`config.mk`:
```
export PLATFORM = sky130hd
export DESIGN_NAME = lic_regfile
export DESIGN_NICKNAME = d
export VERILOG_FILES = /design/src/rtl/lic_pkg.sv /design/src/rtl/lic_decode.sv /design/src/rtl/lic_esr.sv /design/src/rtl/lic_regfile.sv
export SDC_FILE = /design/constraint.sdc
export NUM_CORES = 1
export LEC_CHECK = 0
export CAP_MARGIN = 20
export CORE_AREA = 2 2 476 478
export DETAILED_ROUTE_END_ITERATION = 8
export DIE_AREA = 0 0 478 480
export GPL_TIMING_DRIVEN = 0
export PLACE_DENSITY_LB_ADDON = 0.12
export SYNTH_ARGS = -nofsm -noshare
export SYNTH_HDL_FRONTEND = slang
export SYNTH_SLANG_ARGS = --single-unit
```
`constraint.sdc`:
```
create_clock -name clk -period 3.1 [get_ports clk]
set_input_delay 0.31 -clock clk [delete_from_list [all_inputs] [get_ports clk]]
set_output_delay 0.31 -clock clk [all_outputs]
set_load 0.005 [all_outputs]
```
`src/rtl/lic_pkg.sv`:
```
package lic_pkg;
    localparam int NUM_LVT   = 6;
    localparam int WORD_W    = 32;
    localparam int OFF_W     = 12;
    localparam int VEC_COUNT = 256;
    localparam int ERR_W     = 8;
    localparam int ERR_ILLEGAL = 7;
    localparam logic [7:0] HW_VERSION = 8'h14;
    localparam logic [WORD_W-1:0] VERSION_WORD =
        {8'h00, 8'(NUM_LVT - 1), 8'h00, HW_VERSION};

    typedef enum logic [4:0] {
        K_NONE, K_ID, K_VER, K_TPR, K_PPR, K_EOI, K_LDR, K_DFR, K_SVR,
        K_ISR, K_TMR, K_IRR, K_ESR, K_ICRL, K_ICRH, K_LVT,
        K_TINIT, K_TCUR, K_TDIV
    } reg_kind_e;

    function automatic logic [WORD_W-1:0] lvt_mask(input int idx);
        case (idx)
            0:       return 32'h0003_00FF;
            1, 2:    return 32'h0001_07FF;
            3, 4:    return 32'h0001_A7FF;
            default: return 32'h0001_00FF;
        endcase
    endfunction
endpackage

```
`src/rtl/lic_decode.sv`:
```
module lic_decode
    import lic_pkg::*;
(
    input  logic [OFF_W-1:0] off_i,
    output reg_kind_e        kind_o,
    output logic [2:0]       sub_o
);
    logic [7:0] idx;
    logic [7:0] lvt_rel;

    assign idx     = off_i[11:4];
    assign lvt_rel = idx - 8'h32;

    always_comb begin
        kind_o = K_NONE;
        sub_o  = idx[2:0];
        if (off_i[3:0] == 4'h0) begin
            case (idx) inside
                8'h02:          kind_o = K_ID;
                8'h03:          kind_o = K_VER;
                8'h08:          kind_o = K_TPR;
                8'h0A:          kind_o = K_PPR;
                8'h0B:          kind_o = K_EOI;
                8'h0D:          kind_o = K_LDR;
                8'h0E:          kind_o = K_DFR;
                8'h0F:          kind_o = K_SVR;
                [8'h10:8'h17]:  kind_o = K_ISR;
                [8'h18:8'h1F]:  kind_o = K_TMR;
                [8'h20:8'h27]:  kind_o = K_IRR;
                8'h28:          kind_o = K_ESR;
                8'h30:          kind_o = K_ICRL;
                8'h31:          kind_o = K_ICRH;
                [8'h32:8'h37]:  begin kind_o = K_LVT; sub_o = lvt_rel[2:0]; end
                8'h38:          kind_o = K_TINIT;
                8'h39:          kind_o = K_TCUR;
                8'h3E:          kind_o = K_TDIV;
                default:        kind_o = K_NONE;
            endcase
        end
    end
endmodule

```
`src/rtl/lic_esr.sv`:
```
module lic_esr
    import lic_pkg::*;
(
    input  logic              clk,
    input  logic              rst_n,
    input  logic [ERR_W-1:0]  evt_i,
    input  logic              flush_i,
    output logic [WORD_W-1:0] esr_o
);
    logic [ERR_W-1:0] acc_d, acc_q, vis_d, vis_q;

    always_comb begin
        acc_d = (flush_i ? '0 : acc_q) | evt_i;
        vis_d = flush_i ? acc_q : vis_q;
    end

    always_ff @(posedge clk) begin
        if (!rst_n) begin
            acc_q <= '0;
            vis_q <= '0;
        end else begin
            acc_q <= acc_d;
            vis_q <= vis_d;
        end
    end

    assign esr_o = {{(WORD_W-ERR_W){1'b0}}, vis_q};

    assert_esr_only_on_flush_R8: assert property (@(posedge clk) disable iff (!rst_n)
        !flush_i |=> $stable(esr_o));
endmodule

```
`src/rtl/lic_regfile.sv`:
```
module lic_regfile
    import lic_pkg::*;
(
    input  logic                      clk,
    input  logic                      rst_n,
    input  logic [7:0]                id_i,
    input  logic                      req_valid_i,
    input  logic                      req_write_i,
    input  logic [OFF_W-1:0]          req_off_i,
    input  logic [WORD_W-1:0]         req_wdata_i,
    input  logic [7:0]                prio_i,
    input  logic [WORD_W-1:0]         count_i,
    input  logic [VEC_COUNT-1:0]      isr_i,
    input  logic [VEC_COUNT-1:0]      tmr_i,
    input  logic [VEC_COUNT-1:0]      irr_i,
    input  logic [ERR_W-1:0]          err_evt_i,
    output logic                      rd_valid_o,
    output logic [WORD_W-1:0]         rd_data_o,
    output logic                      ipi_send_o,
    output logic                      eoi_o,
    output logic [7:0]                tpr_o,
    output logic                      sw_en_o,
    output logic [2*WORD_W-1:0]       icr_o,
    output logic [NUM_LVT*WORD_W-1:0] lvt_o,
    output logic [WORD_W-1:0]         timer_init_o,
    output logic [WORD_W-1:0]         timer_div_o
);
    localparam int SW_EN_BIT = 8;
    localparam int MASK_BIT  = 16;

    typedef struct packed {
        logic [7:0]                     id;
        logic [7:0]                     tpr;
        logic [WORD_W-1:0]              eoi;
        logic [WORD_W-1:0]              ldr;
        logic [WORD_W-1:0]              dfr;
        logic [WORD_W-1:0]              svr;
        logic [WORD_W-1:0]              icr_lo;
        logic [WORD_W-1:0]              icr_hi;
        logic [NUM_LVT-1:0][WORD_W-1:0] lvt;
        logic [WORD_W-1:0]              tinit;
        logic [WORD_W-1:0]              tdiv;
        logic [WORD_W-1:0]              rdata;
        logic                           rvalid;
        logic                           ipi;
        logic                           eoi_pulse;
    } state_t;

    state_t     s_d, s_q, s_rst;
    reg_kind_e  kind;
    logic [2:0] sub;
    logic       illegal_d;
    logic       esr_flush_d;
    logic [WORD_W-1:0] esr_word;
    logic [WORD_W-1:0] lvt_wr_d;

    lic_decode u_decode (
        .off_i  (req_off_i),
        .kind_o (kind),
        .sub_o  (sub)
    );

    lic_esr u_esr (
        .clk     (clk),
        .rst_n   (rst_n),
        .evt_i   (err_evt_i | (ERR_W'(illegal_d) << ERR_ILLEGAL)),
        .flush_i (esr_flush_d),
        .esr_o   (esr_word)
    );

    always_comb begin
        s_rst        = '0;
        s_rst.id     = id_i;
        s_rst.dfr    = '1;
        s_rst.svr    = 32'h0000_00FF;
        for (int i = 0; i < NUM_LVT; i++) s_rst.lvt[i] = 32'h0001_0000;
    end

    always_comb begin
        s_d           = s_q;
        s_d.rvalid    = 1'b0;
        s_d.ipi       = 1'b0;
        s_d.eoi_pulse = 1'b0;
        illegal_d     = 1'b0;
        esr_flush_d   = 1'b0;
        lvt_wr_d      = '0;
        for (int i = 0; i < NUM_LVT; i++)
            if (sub == 3'(i)) lvt_wr_d = req_wdata_i & lvt_mask(i);
        if (!s_q.svr[SW_EN_BIT]) lvt_wr_d[MASK_BIT] = 1'b1;

        if (req_valid_i && !req_write_i) begin
            s_d.rvalid = 1'b1;
            case (kind)
                K_ID:    s_d.rdata = {s_q.id, 24'h0};
                K_VER:   s_d.rdata = VERSION_WORD;
                K_TPR:   s_d.rdata = {24'h0, s_q.tpr};
                K_PPR:   s_d.rdata = {24'h0, prio_i};
                K_EOI:   s_d.rdata = s_q.eoi;
                K_LDR:   s_d.rdata = s_q.ldr;
                K_DFR:   s_d.rdata = s_q.dfr;
                K_SVR:   s_d.rdata = s_q.svr;
                K_ISR:   s_d.rdata = isr_i[32*sub +: 32];
                K_TMR:   s_d.rdata = tmr_i[32*sub +: 32];
                K_IRR:   s_d.rdata = irr_i[32*sub +: 32];
                K_ESR:   s_d.rdata = esr_word;
                K_ICRL:  s_d.rdata = s_q.icr_lo;
                K_ICRH:  s_d.rdata = s_q.icr_hi;
                K_LVT: begin
                    s_d.rdata = '0;
                    for (int i = 0; i < NUM_LVT; i++)
                        if (sub == 3'(i)) s_d.rdata = s_q.lvt[i];
                end
                K_TINIT: s_d.rdata = s_q.tinit;
                K_TCUR:  s_d.rdata = count_i;
                K_TDIV:  s_d.rdata = s_q.tdiv;
                default: begin
                    s_d.rdata = '0;
                    illegal_d = 1'b1;
                end
            endcase
        end else if (req_valid_i) begin
            case (kind)
                K_ID, K_VER: ;
                K_TPR:   s_d.tpr = req_wdata_i[7:0];
                K_EOI: begin
                    s_d.eoi       = req_wdata_i;
                    s_d.eoi_pulse = 1'b1;
                end
                K_LDR:   s_d.ldr = req_wdata_i & 32'hFF00_0000;
                K_DFR:   s_d.dfr = req_wdata_i | 32'h0FFF_FFFF;
                K_SVR: begin
                    s_d.svr = req_wdata_i & 32'h0000_03FF;
                    if (!req_wdata_i[SW_EN_BIT])
                        for (int i = 0; i < NUM_LVT; i++) s_d.lvt[i][MASK_BIT] = 1'b1;
                end
                K_ESR:   esr_flush_d = 1'b1;
                K_ICRL: begin
                    s_d.icr_lo = req_wdata_i & 32'h000C_CFFF;
                    s_d.ipi    = 1'b1;
                end
                K_ICRH:  s_d.icr_hi = req_wdata_i & 32'hFF00_0000;
                K_LVT: begin
                    for (int i = 0; i < NUM_LVT; i++)
                        if (sub == 3'(i)) s_d.lvt[i] = lvt_wr_d;
                end
                K_TINIT: s_d.tinit = req_wdata_i;
                K_TDIV:  s_d.tdiv = req_wdata_i & 32'h0000_000B;
                default: illegal_d = 1'b1;
            endcase
        end
    end

    always_ff @(posedge clk) begin
        if (!rst_n) s_q <= s_rst;
        else        s_q <= s_d;
    end

    assign rd_valid_o   = s_q.rvalid;
    assign rd_data_o    = s_q.rdata;
    assign ipi_send_o   = s_q.ipi;
    assign eoi_o        = s_q.eoi_pulse;
    assign tpr_o        = s_q.tpr;
    assign sw_en_o      = s_q.svr[SW_EN_BIT];
    assign icr_o        = {s_q.icr_hi, s_q.icr_lo};
    assign lvt_o        = s_q.lvt;
    assign timer_init_o = s_q.tinit;
    assign timer_div_o  = s_q.tdiv;

    generate
        for (genvar g = 0; g < NUM_LVT; g++) begin : g_lvt_chk
            assert_masked_when_disabled_R10: assert property (@(posedge clk) disable iff (!rst_n)
                !sw_en_o |-> lvt_o[g*WORD_W + MASK_BIT]);
        end
    endgenerate

    assert_ipi_after_icr_low_R12: assert property (@(posedge clk) disable iff (!rst_n)
        ipi_send_o |-> $past(req_valid_i && req_write_i && req_off_i == 12'h300));

    assert_read_answered_R2: assert property (@(posedge clk) disable iff (!rst_n)
        (req_valid_i && !req_write_i) |=> rd_valid_o);

    assert_dfr_reserved_ones_R11: assert property (@(posedge clk) disable iff (!rst_n)
        s_q.dfr[27:0] == 28'hFFF_FFFF);

    assert_eoi_after_write_R13: assert property (@(posedge clk) disable iff (!rst_n)
        eoi_o |-> $past(req_valid_i && req_write_i && req_off_i == 12'h0B0));
endmodule

```
==> results of run 1 <==
[sequential cells by signal, indices dropped and copies added, names as in the netlist]
register and flops:
icr_o 24, tpr_o 8, s_q 53, sw_en_o 1, rd_data_o 32, u_esr.vis_q 8, u_esr.acc_q 8, lvt_o 90
s_d 8, rd_valid_o 1, timer_div_o 3, ipi_send_o 1, timer_init_o 32, eoi_o 1
[cell type report]
| class | count | area share, % |
|---|---|---|
| buffer | 595 | 10.93 |
| inverter | 8 | 0.07931 |
| sequential | 270 | 12.88 |
| clock buffer | 48 | 2.338 |
| clock inverter | 12 | 0.3202 |
| tap | 2992 | 8.789 |
| antenna | 74 | 0.4347 |
| multi-input combinational | 2419 | 34.19 |
| timing repair buffer | 1255 | 30.04 |
[synth_stat cells (all sizes together), types with 8 or more instances]
library cell | count | area (um2)
nand2 | 745 | 2796
buf | 466 | 3234
a21oi | 293 | 1478
dfxtp | 262 | 5245
nor2 | 158 | 595.6
nand3 | 153 | 765.7
clkbuf | 145 | 545.5
o21ai | 130 | 654.4
a31oi | 105 | 671.9
mux2i | 102 | 1021
nor3 | 51 | 271.5
o22ai | 49 | 306.5
and3 | 36 | 225.2
nand4 | 32 | 200.2
a211oi | 25 | 200.2
mux2 | 22 | 247.7
a22oi | 21 | 157.7
o211ai | 20 | 150.1
a22o | 19 | 166.4
a221oi | 18 | 157.7
o221ai | 18 | 163.9
a32oi | 16 | 140.1
nor4 | 16 | 118.9
or3 | 15 | 93.84
mux4 | 13 | 292.8
a2111oi | 11 | 133.9
a211o | 11 | 96.34
o311ai | 10 | 87.59
o31ai | 10 | 88.83
a222oi | 9 | 90.09
o2111ai | 9 | 78.83
edfxtp | 8 | 240.2
o22a | 8 | 70.07
[power groups by stage]
stage / logic [mW] / registers [mW] / clock network [mW]
2_1_floorplan: 0.949 / 3.59 / 0
3_3_place_gp: 3.29 / 3.59 / 0
3_5_place_dp: 3.39 / 3.59 / 0
4_1_cts: 3.71 / 3.51 / 4.41
5_1_grt: 3.85 / 3.51 / 4.49
6_report: 3.76 / 3.51 / 4.30
[worst paths after layout]
path | startpoint | slack, ns | cells past startpoint | endpoint
min | req_wdata_i[9] | 0.20 | 3 | lvt_o[137]
max reg2reg | rd_data_o[4] | 0.93 | 5 | rd_data_o[4]
max | req_off_i[9] | -0.11 | 15 | rd_data_o[25]
min reg2reg | s_q[479] | 0.45 | 2 | s_q[479]
[metal layers]
layer	global-route usage (%)	up-vias	share of wire (%)
li1	-	13730	-
met1	29.22	15910	38
met2	46.55	1702	50
met3	6.108	550	6.7
met4	14.00	74	5.9
met5	0	-	0.15
[cells by family after synthesis]
| logic type | share of synthesized area, % |
|---|---|
| muxes | 7.136 |
| buffers and inverters | 17.41 |
| xor gates and xnor gates | 0.04003 |
| and+or+nand+nor | 24.91 |
| DFF | 25.07 |
| AOI/OAI and AO/OA | 25.37 |
| other | 0.01714 |
| adders and majority gates | 0.05717 |
[per-stage QoR]
stage / cell area (um2) / total power [mW]
2_1_floorplan: 22520 / 4.534
3_3_place_gp: 36870 / 6.876
3_5_place_dp: 38210 / 6.983
4_1_cts: 42090 / 11.63
5_1_grt: 42530 / 11.85
6_report: 42590 / 11.57
[tightest hold or removal path, cell delays in order]
cell,delay [ns]
buf_2,0.23
nand2_1,0.11
a21oi_1,0.06
[what timing repair did]
item / CTS / global route
gates cloned: 1 / 0
pin swaps: 53 / 25
setup buffers: 108 / 12
resized for setup: 526 / 90
setup endpoints to repair: 261 / 160
==> impl_metrics.tcl, run 1 <==
set metrics [dict create \
    status "finished with violations" \
    failed_checks "setup timing" \
    clock_latency_ns 0.58 \
    cts-root-buf "clkbuf_16" \
    ctsHoldBuffers 0 \
    dieArea_mm2 0.2294 \
    drtIter0Drc 2609 \
    power_frac_clock_pct 37.2 \
    clock_path_buffers 3 \
    setup_slack_ns -0.1072 \
    drc 0 \
    holdWs_ns 0.2038 \
    drv_cap 0 \
    critPathKind "in2reg" \
    drt_wl_total_um 316600 \
    num_rows 174 \
    rsz0062_at_grt "yes" \
    seqPwrFrac_pct 30.4 \
    leakagePower_nw 15.95 \
    cp_slowest_cell "or4_4" \
    initial_core_util_pct 9.768 \
    dp_slack_ns -3.778 \
    synth_area_per_cell_um2 6.974 \
    syn_to_final_growth_pct 94.64 \
    gp_congestion 0.9557 \
    antenna_found_initial 209 \
    ys_async_sr_fraction_pct 0 \
    vias_per_cell 4.167 \
    cts_sinks 270 \
    finalCriticalPeriod_ns 3.207 \
    hold_viol 0 \
    setup_viol 8 \
    final_common_cell "clkdlybuf4s50_1" \
    clkTransAtPathRegs_ns 0.06 \
    powerDensity_mw_per_mm2 271.7 \
    slew_violations 0 \
    synth_seq_area_share_pct 25.07 \
    grt_max_degree 18 \
    p_int_mw 7.667 \
    tightest_slew_ns 1.139 \
    cts_tree "yes" \
    utilization_pct 19.01 \
    crit_chain "buf_8 > buf_6 > or4_4 > a31o_4 > a211oi_4 > buf_6 > buf_12 > buf_16 > buf_12 > nand3_4 > nand4_1 > nand4_1 > a21oi_4 > buf_8 > o221a_4" \
    slew_headroom_pct 24.04 \
    layout_common_cells "clkdlybuf4s50_1 (1,049), nand2_1 (729), buf_4 (507), a21oi_1 (276), dfxtp_1 (262)" \
    core-area_mm2 0.2240 \
    cp.required_ns 3.61 \
    period_share_pct 103.5 \
    wl_per_cell_um 41.26 \
    drive_gt1_share_pct 22.73 \
    nNetsFinal 5456 \
    drt_pass1_iterations 9 \
    swShare_pct 33.75 \
    skew_ns 0.03628 \
    crit_fanout 6 \
    ant_nets 0 \
    postSynthCellCount 3138 \
    cp-start-kind "primary input" \
    die_x_um 478 \
    synth_edf_count 8 \
    grt_use_total_pct 26.35 \
    irDropWorstVdd_uv 284.8 \
    io_buffer_count 1059 \
    grt_pass1_vias 31240 \
    hp-class "in2reg" \
    finalNonFillerCells 7673 \
    layout.area.seq_mm2 0.005485 \
    switchingPower_mw 3.906 \
    synth_seq_cells 270 \
    slowest_delay_ns 0.55 \
    arrival_ns 3.72 \
    dieHeight_um 480 \
    comb_power_share_pct 32.5 \
    gr-total-overflow 0 \
    io_pins 1236 \
    cp_num_buf_inv 7 \
    htree_num_levels 2 \
    synth_cell_types 93 \
    placed_cells 7434 \
    multi_input_area_mm2 0.01456 \
    ys_warn_count 0 \
    critPathCaptureType "flop" \
    grt_pass1_wl_um 386200 \
    cp_top_family "simple AND/OR/NAND/NOR gates" \
    cts_made_buffers 34 \
    dp_hpwl_um 270600 \
    synth_area_mm2 0.02188 \
    synth_flop_cell "dfxtp_1" \
    timing.fmax_mhz 311.8 \
    nFillCells 25380 \
    num_vias 31970 \
    fin_setup_tns_ns -0.4130 \
]
(Power assumes the default switching activity.)
==> run 2, diff against run 1 <==
- CORE_AREA: 2 2 476 478 -> 2 2 478 480
- DIE_AREA: 0 0 478 480 -> 0 0 480 482
- SYNTH_HIERARCHICAL: not set -> 1
- clock period: 3.1 -> 2.65 ns (I/O delays scaled with it)
==> run 2 against run 1 <==
Compared with the run above: the run still ends with setup timing left; combinational power rose by 2%; clock-buffer cell count rose by 5; core utilization rose by 0.69 points; wire length fell by 3.2%; non-clock buffer count rose by 27; power rose by 18%; first-iteration DRC count fell by 3.7%; die area rose by 0.84%; highest routed layer unchanged.
==> impl_metrics.tcl, run 2 <==
set metrics [dict create \
    drive_gt1_share_pct 29.09 \
    cts-root-buf "clkbuf_16" \
    die_x_um 480 \
    synth_seq_cells 270 \
    multi_input_area_mm2 0.01535 \
    ff2ff_path_depth 6 \
    leakagePower_nw 16.35 \
    cp.required_ns 3.07 \
    setup_slack_ns -0.8202 \
    largest_reg_flops 90 \
    synth_top_family_by_area "compound AO/OA/AOI/OAI gates" \
    final_cell_area_mm2 0.04461 \
    synth_compound_area_share_pct 25.12 \
    yosysTopAreaCell "dfxtp_1" \
    layout.area.seq_mm2 0.005485 \
    core-area_mm2 0.2264 \
    r2r_slack_ns 0.37 \
    synth_seq_area_share_pct 24.89 \
    clkTransAtPathRegs_ns 0.07 \
    critPathCaptureType "flop" \
    period_share_pct 130.9 \
    arrival_ns 3.89 \
    htree_num_levels 2 \
    synth_area_mm2 0.02204 \
    grt_use_total_pct 25.08 \
    hp-class "in2reg" \
    hold_path_startpoint "req_wdata_i[9]" \
    postSynthCellCount 2756 \
    synth_flop_cell "dfxtp_1" \
    nFillCells 25370 \
    timing.fmax_mhz 288.2 \
    postPlaceCellArea_mm2 0.03786 \
    yosysMostFrequentCell "nand2_1" \
    clock_latency_ns 0.61 \
    critPathKind "in2reg" \
    ys_async_sr_fraction_pct 0 \
    syn_to_final_growth_pct 102.4 \
    synthAdderAreaFrac_pct 0.1136 \
    cp-start-kind "primary input" \
    gp_congestion 0.9358 \
    synth_edf_count 8 \
    rr_startpoint "lvt_o[37]" \
    cts_tree "yes" \
    grt_max_degree 13 \
    failed_checks "setup timing" \
    wl_per_cell_um 41.70 \
    synth_area_leaders "dfxtp_1 (24%), buf_4 (14%), mux4_2 (10%)" \
    skew_ns 0.03848 \
    gr-total-overflow 0 \
    hold_depth 3 \
    tightest_slew_ns 1.202 \
    io_buffer_count 1060 \
    dp_hpwl_um 257500 \
    slew_violations 0 \
    dp_slack_ns -3.954 \
    num_rows 175 \
    vias_per_cell 4.131 \
    setup_viol 139 \
    ant_nets 0 \
    synth_cell_types 87 \
    layout_common_cells "clkdlybuf4s50_1 (1,050), buf_4 (525), nand2_1 (410), a21oi_1 (339), dfxtp_1 (262)" \
    yosysTopAreaCellShare_pct 23.80 \
    initial_core_util_pct 9.734 \
    slew_headroom_pct 19.53 \
    crit_fanout 10 \
    synth-simple-area-share_pct 16.86 \
    finalCriticalPeriod_ns 3.470 \
    grt_pass1_vias 28970 \
    irDropWorstVdd_uv 387.2 \
    drt_pass1_iterations 6 \
    report.power.total_mw 13.64 \
    drt_wl_total_um 306400 \
    timing.rr.end "rd_data_o[5]" \
    muxShareOfSynthArea_pct 14.13 \
    grt_pass1_wl_um 367000 \
    cts_sinks 270 \
    drc 0 \
    hold_viol 0 \
    io_pins 1236 \
    synthXorXnorAreaFrac_pct 0.1987 \
    drtIter0Drc 2512 \
    synth_area_per_cell_um2 7.996 \
    clock_path_buffers 3 \
    powerDensity_mw_per_mm2 305.9 \
    num_vias 30350 \
    status "finished with violations" \
    dieHeight_um 482 \
    synth_common_cells "nand2_1 (432), buf_4 (409), a21oi_1 (378), dfxtp_1 (262), clkbuf_1 (122)" \
    rsz0062_at_grt "yes" \
    antenna_found_initial 222 \
    drv_cap 0 \
    final_common_cell "clkdlybuf4s50_1" \
    ys_warn_count 6 \
    hold_path_end "lvt_o[137]" \
    dieArea_mm2 0.2314 \
    cts_made_buffers 38 \
    nNetsFinal 5106 \
]
## run 2: report_power, final
group          total [mW]  switching, mW  leakage (nW)  internal (mW)
clock network        5.68           2.40         0.641           3.29
logic                3.85           1.86          13.5           2.00
registers            4.11        0.00895          2.19           4.10
## run 2: through the flow
step	hold slack (ns)	cells	util [%]	TNS [ns]
2_1_floorplan	0.3639	2949	-	-6.506
6_report	0.06619	7347	19.70	-32.18
4_1_cts	0.04013	7195	18.91	-64.28
3_3_place_gp	0.4408	7018	16.55	-598.86
3_5_place_dp	0.4465	7040	16.72	-569.95
5_1_grt	0.06993	7310	19.66	-45.68
## run 2: cell type report
class,count,area share [%]
Buffer,625,12.76
Multi-Input combinational cell,2032,34.42
Timing Repair Buffer,1252,28.56
Clock buffer,53,2.438
Clock inverter,14,0.5021
Inverter,13,0.1431
Sequential cell,270,12.30
Antenna cell,79,0.4432
Tap cell,3009,8.440
## run 2: kinds of logic after synthesis
kind of cell             Yosys count
multiplexers                     186
AND/OR/NAND/NOR                  802
AO/OA/AOI/OAI                    842
other                              2
buffers and inverters            647
XOR/XNOR                           5
adder cells (fa/ha/maj)            2
flip-flops                       270
## run 2: repair_timing
| action | in CTS | in global routing |
|---|---|---|
| setup buffers | 93 | 72 |
| cloned | 1 | 5 |
| gates resized for setup | 669 | 241 |
| pin swaps | 98 | 93 |
| setup endpoints to repair | 269 | 261 |
| hold buffers | 0 | 0 |
## run 2: worst max-delay path by stage
stage	startpoint	cells after the start	endpoint	slack, ns
after detailed placement	req_off_i[9]	16	rd_data_o[8]	-3.95
final	req_off_i[0]	10	rd_data_o[9]	-0.82
after CTS	req_off_i[4]	18	rd_data_o[9]	-0.75
after floorplan	req_off_i[4]	16	rd_data_o[29]	-0.19
after global routing	req_off_i[7]	17	rd_data_o[10]	-0.83
after global placement	req_off_i[2]	13	rd_data_o[7]	-4.95
## run 2: routing by layer
metal / up-vias / track usage (%) / wire, um
li1: 12700 / - / -
met1: 15220 / 28.17 / 115400
met2: 1782 / 43.53 / 150200
met3: 546 / 7.671 / 25190
met4: 100 / 11.05 / 14960
met5: - / 0 / 657
## run 2: critical path, stage by stage
cell and delay (ns):
buf_6 0.09, or4_4 0.64, nor3_4 0.26, mux2_4 0.43
buf_12 0.20, clkbuf_16 0.21, buf_16 0.19, mux4_2 0.33
o211ai_1 0.95, a41oi_1 0.22
